**src/rtl/pla_pkg.sv**
```systemverilog
package pla_pkg;

    typedef enum logic [0:0] {
        CFG_IDLE  = 1'b0,
        CFG_SHIFT = 1'b1
    } cfg_state_e;

endpackage

```
**src/rtl/pla_cfg_chain.sv**
```systemverilog
module pla_cfg_chain
    import pla_pkg::*;
#(
    parameter int CFG_W = 50
) (
    input  logic             clk,
    input  logic             rst_n,
    input  logic             cfg_shift,
    input  logic             cfg_si,
    output logic [CFG_W-1:0] chain_q,
    output logic [CFG_W-1:0] pattern_q
);

    cfg_state_e state_q;
    cfg_state_e state_d;
    logic       commit;

    // state register
    always_ff @(posedge clk) begin
        if (!rst_n) begin
            state_q <= CFG_IDLE;
        end else begin
            state_q <= state_d;
        end
    end

    // next state and commit strobe
    always_comb begin
        state_d = state_q;
        commit  = 1'b0;
        unique case (state_q)
            CFG_IDLE: begin
                if (cfg_shift) begin
                    state_d = CFG_SHIFT;
                end
            end
            CFG_SHIFT: begin
                if (!cfg_shift) begin
                    state_d = CFG_IDLE;
                    commit  = 1'b1;
                end
            end
            default: state_d = CFG_IDLE;
        endcase
    end

    // serial chain
    always_ff @(posedge clk) begin
        if (!rst_n) begin
            chain_q <= '0;
        end else if (cfg_shift) begin
            chain_q <= {chain_q[CFG_W-2:0], cfg_si};
        end
    end

    // active pattern, updated once per burst
    always_ff @(posedge clk) begin
        if (!rst_n) begin
            pattern_q <= '0;
        end else if (commit) begin
            pattern_q <= chain_q;
        end
    end

endmodule

```
**src/rtl/pla_and_plane.sv**
```systemverilog
module pla_and_plane #(
    parameter int N_IN   = 3,
    parameter int N_TERM = 5
) (
    input  logic [N_IN-1:0]          lit_in,
    input  logic [N_TERM*2*N_IN-1:0] and_bits,
    output logic [N_TERM-1:0]        term
);

    localparam int WORD_W = 2 * N_IN;

    for (genvar t = 0; t < N_TERM; t++) begin : g_term
        logic [WORD_W-1:0] word;
        logic [N_IN-1:0]   kill;

        assign word = and_bits[(N_TERM-t)*WORD_W-1 -: WORD_W];

        for (genvar j = 0; j < N_IN; j++) begin : g_lit
            logic x;
            assign x       = lit_in[N_IN-1-j];
            assign kill[j] = (word[WORD_W-1-2*j] & ~x) | (word[WORD_W-2-2*j] & x);
        end

        assign term[t] = ~|kill;
    end

endmodule

```
**src/rtl/pla_or_plane.sv**
```systemverilog
module pla_or_plane #(
    parameter int N_TERM = 5,
    parameter int N_OUT  = 4
) (
    input  logic [N_TERM-1:0]       term,
    input  logic [N_OUT*N_TERM-1:0] or_bits,
    output logic [N_OUT-1:0]        dout
);

    for (genvar k = 0; k < N_OUT; k++) begin : g_out
        logic [N_TERM-1:0] word;
        logic              hit;

        assign word = or_bits[(N_OUT-k)*N_TERM-1 -: N_TERM];

        always_comb begin
            hit = 1'b0;
            for (int t = 0; t < N_TERM; t++) begin
                hit = hit | (word[N_TERM-1-t] & term[t]);
            end
        end

        assign dout[k] = hit;
    end

endmodule

```
**src/rtl/pla_sop_array.sv**
```systemverilog
module pla_sop_array #(
    parameter int N_IN   = 3,
    parameter int N_TERM = 5,
    parameter int N_OUT  = 4
) (
    input  logic             clk,
    input  logic             rst_n,
    input  logic             cfg_shift,
    input  logic             cfg_si,
    output logic             cfg_so,
    input  logic [N_IN-1:0]  din,
    output logic [N_OUT-1:0] dout
);

    localparam int AND_W = N_TERM * 2 * N_IN;
    localparam int OR_W  = N_OUT * N_TERM;
    localparam int CFG_W = AND_W + OR_W;

    logic [CFG_W-1:0]  cfg_chain;
    logic [CFG_W-1:0]  cfg_pattern;
    logic [N_TERM-1:0] term;

    pla_cfg_chain #(
        .CFG_W(CFG_W)
    ) u_cfg (
        .clk      (clk),
        .rst_n    (rst_n),
        .cfg_shift(cfg_shift),
        .cfg_si   (cfg_si),
        .chain_q  (cfg_chain),
        .pattern_q(cfg_pattern)
    );

    assign cfg_so = cfg_chain[CFG_W-1];

    pla_and_plane #(
        .N_IN  (N_IN),
        .N_TERM(N_TERM)
    ) u_and (
        .lit_in  (din),
        .and_bits(cfg_pattern[CFG_W-1:OR_W]),
        .term    (term)
    );

    pla_or_plane #(
        .N_TERM(N_TERM),
        .N_OUT (N_OUT)
    ) u_or (
        .term   (term),
        .or_bits(cfg_pattern[OR_W-1:0]),
        .dout   (dout)
    );

endmodule

```
**config.mk**
```make
export PLATFORM = sky130hd
export DESIGN_NAME = pla_sop_array
export DESIGN_NICKNAME = d
export VERILOG_FILES = /design/src/rtl/pla_pkg.sv /design/src/rtl/pla_cfg_chain.sv /design/src/rtl/pla_and_plane.sv /design/src/rtl/pla_or_plane.sv /design/src/rtl/pla_sop_array.sv
export SDC_FILE = /design/constraint.sdc
export NUM_CORES = 1
export LEC_CHECK = 0
export ABC_AREA = 1
export BUFFER_PORTS_ARGS = -buffer_cell sky130_fd_sc_hd__buf_2
export CAP_MARGIN = 25
export CORE_MARGIN = 2
export CORE_UTILIZATION = 35
export CTS_BUF_LIST = sky130_fd_sc_hd__clkbuf_4 sky130_fd_sc_hd__clkbuf_8
export CTS_CLUSTER_DIAMETER = 120
export DETAILED_ROUTE_END_ITERATION = 7
export PLACE_DENSITY = 0.53
export SYNTH_ARGS = -nofsm -noshare
export SYNTH_HDL_FRONTEND = slang
export SYNTH_SLANG_ARGS = --single-unit
export TNS_END_PERCENT = 50
```
**constraint.sdc**
```tcl
create_clock -name clk -period 1.63 [get_ports clk]
set_input_delay 0.0815 -clock clk [delete_from_list [all_inputs] [get_ports clk]]
set_output_delay 0.0815 -clock clk [all_outputs]
set_load 0.1 [all_outputs]
```
==> results.json <==
{
  "synth-compound-area-share": 0.221,
  "grt_use_total": 0.164,
  "vias_per_cell": 5.00,
  "drtAntennaViolNets": 0,
  "rsz0062_at_grt": "true",
  "ctsHtreeMaxLevel": 3,
  "drc": 0,
  "synth-edff-count": 0,
  "p_seq_frac": 0.538,
  "finalHoldViolCount": 0,
  "synth.area.mux_share": 0,
  "fin_skew_ns": 0.00762,
  "stdcell_area_um2": 4390,
  "syn_to_final_growth_pct": 11.9,
  "yosysTopAreaCell": "dfxtp_1",
  "status": "complete, but fails checks",
  "antenna_found_initial": 0,
  "tightest_slew_ns": 0.482,
  "syn_inst": 487,
  "utilization": 0.403,
  "crit_path_max_fanout": 3,
  "clock_sinks": 101,
  "critPathLaunchType": "flop",
  "whs_ns": 0.131,
  "place_area_um2": 4110,
  "overflow": 0,
  "drtPass1Iterations": 4,
  "syn_avg_cell_area_um2": 8.06,
  "grt_max_degree": 51,
  "min-delay-path-class": "input pin to flop",
  "grt_pass1_vias": 3016,
  "synthFlopType": "dfxtp_1",
  "worstHoldStart": "rst_n",
  "die_h_um": 110,
  "fin_ws_ns": -0.0302,
  "synth_top_family_by_area": "compound AO/OA/AOI/OAI gates",
  "comb_power_share": 0.152,
  "synth_cell_type_count": 24,
  "synth_nets": 494,
  "cp-end-kind": "output pin",
  "fin_setup_tns_ns": -0.0440,
  "p_clk_frac": 0.309,
  "maxCapViolCount": 0,
  "yosys.area_share.xor_xnor": 0,
  "numCtsBuffers": 9,
  "syn_area_um2": 3930,
  "cts_tree": "built",
  "insertedDiodeCount": 0,
  "grt_pass1_wl_um": 15300,
  "violations": "negative setup slack",
  "synth_top_cell_area_share": 0.515,
  "timing.final.crit_share": 1.02,
  "clock_latency_ns": 0.37,
  "timing.final.max_slew_violations": 0,
  "wl_um": 9120,
  "pin_count": 12,
  "cts_root_buf": "clkbuf_8",
  "yosys_warnings": 0,
  "timing.rr.start": "u_cfg.state_q$_SDFF_PN0_",
  "slew_headroom": 0.681,
  "synth_commonest_cells": "nor2_1, dfxtp_1, o21ai_0",
  "die-area_um2": 12100,
  "wl_per_cell_um": 14.4,
  "fmax_ghz": 0.602,
  "ys_seq_elements": 101,
  "p_sw_mw": 1.53,
  "gp_congestion": 0.766,
  "routed-via-count": 3152,
  "core_um2": 10900,
  "p_int_mw": 3.45,
  "worst-setup-path-type": "flop to output pin",
  "crit_required_ns": 1.55,
  "die_x_um": 110,
  "clockBufferDepth": 2,
  "layout.nets": 493,
  "drtIter0Drc": 148,
  "yosys.area_share.simple": 0.193,
  "whs_endpoint": "u_cfg.state_q$_SDFF_PN0_",
  "dpl.hpwl_um": 5760,
  "drive_gt1_frac": 0.206,
  "yosys-top-cells-area": "dfxtp_1, nor2_1, o21ai_0, nand2_1, o21ai_1",
  "rows": 38,
  "totalPowerFinal_mw": 4.99,
  "hold_depth": 3,
  "rrSetupSlack_ns": 0.47,
  "period_minus_slack_ns": 1.66,
  "synth.most_common_cell": "nor2_1",
  "start_util": 0.361,
  "synth_fa_ha_area_frac": 0,
  "async_flop_share": 0,
  "worstPathArrival_ns": 1.58,
  "timing.rr.end": "u_cfg.pattern_q[36]$_SDFFE_PN0P_",
  "r2r.worst_path.cells": 4,
  "clkTransAtPathRegs_ns": 0.11,
  "portBuffers": 11,
  "ys_seq_area_frac": 0.515,
  "setup_viol": 2,
  "vdd_drop_max_mv": 0.724,
  "power.leakage_nw": 1.75,
  "switching_share": 0.307,
  "pwr_density_cell_nw_per_um2": 1140
}
## worst max-delay path, stage by stage (launching register included)
cell	delay (ns)
dfxtp_2	0.35
nand2_2	0.06
nand2_2	0.06
nor2_4	0.16
buf_6	0.13
nand3_1	0.06
nand2_1	0.10
nor2_2	0.04
nand2_2	0.07
buf_12	0.17
## cell type report
cell class	count	area (um2)
sequential	101	2030
fill	1115	6500
multi-input combinational	333	1670
timing repair buffer	22	241
clock buffer	9	124
tap	140	175
inverter	19	78.8
clock inverter	7	70.1
## metrics by stage
step                      std cells  worst slack, ns
after floorplan                 487            0.332
after global placement          612            0.259
after detailed placement        612            0.285
after CTS                       630          -0.0202
after global routing            631           -0.130
final                           631          -0.0302
## sequential cells by signal, indices dropped and copies added, names as in the netlist
name	count
u_cfg.pattern_q	50
u_cfg.state_q	1
u_cfg.chain_q	50
## kinds of logic after synthesis
group                  Yosys count
AOI/OAI and AO/OA              147
DFF                            101
buffers and inverters           53
and+or+nand+nor                186
## layout by cell type (no fill, tap or decap), drive strengths merged
cell type	synthesis	layout
a21oi	44	44
nand2	51	51
and2	2	2
inv	19	22
clkbuf	12	9
nand3	16	16
a21boi	1	1
clkinv	0	3
a221oi	5	5
o21ai	97	97
dlygate4sd3	0	1
dfxtp	101	101
buf	22	21
clkinvlp	0	1
nor2	117	117
## what timing repair did
| action | CTS | global route |
|---|---|---|
| resized for setup | 11 | 13 |
| setup buffers | 1 | 1 |
| hold buffers | 1 | 0 |
| endpoints found under the hold margin | 1 | 0 |
| pin swaps | 4 | 10 |
| setup endpoints to repair | 4 | 4 |
## per-layer routing
metal	track usage	share of wire	wire (um)
met1	0.225	0.50	4560
met2	0.263	0.46	4180
met3	0.0409	0.031	284
met4	0.0335	0.0097	88
met5	0	0	0
## worst max path at each step
| stage | startpoint | to | slack, ns | depth (start not counted) |
|---|---|---|---|---|
| floorplan | u_cfg.chain_q[49]$_SDFFE_PN0P_ | u_cfg.pattern_q[49]$_SDFFE_PN0P_ | 0.33 | 2 |
| global placement | u_cfg.pattern_q[31]$_SDFFE_PN0P_ | dout[1] | 0.26 | 8 |
| detailed placement | din[0] | dout[1] | 0.29 | 10 |
| CTS | u_cfg.pattern_q[29]$_SDFFE_PN0P_ | dout[1] | -0.02 | 8 |
| global route | u_cfg.pattern_q[36]$_SDFFE_PN0P_ | dout[2] | -0.13 | 9 |
| finish | u_cfg.pattern_q[37]$_SDFFE_PN0P_ | dout[2] | -0.03 | 9 |
## power by group through the flow
| stage | clock network (mW) | registers, mW | logic (mW) |
|---|---|---|---|
| finish | 1.54 | 2.68 | 0.759 |
| global route | 1.69 | 2.70 | 0.833 |
| CTS | 1.60 | 2.68 | 0.746 |
| detailed placement | 0 | 2.74 | 0.730 |
| global placement | 0 | 2.74 | 0.724 |
| floorplan | 0 | 2.73 | 0.540 |
Power figures use the tool's default switching activity.
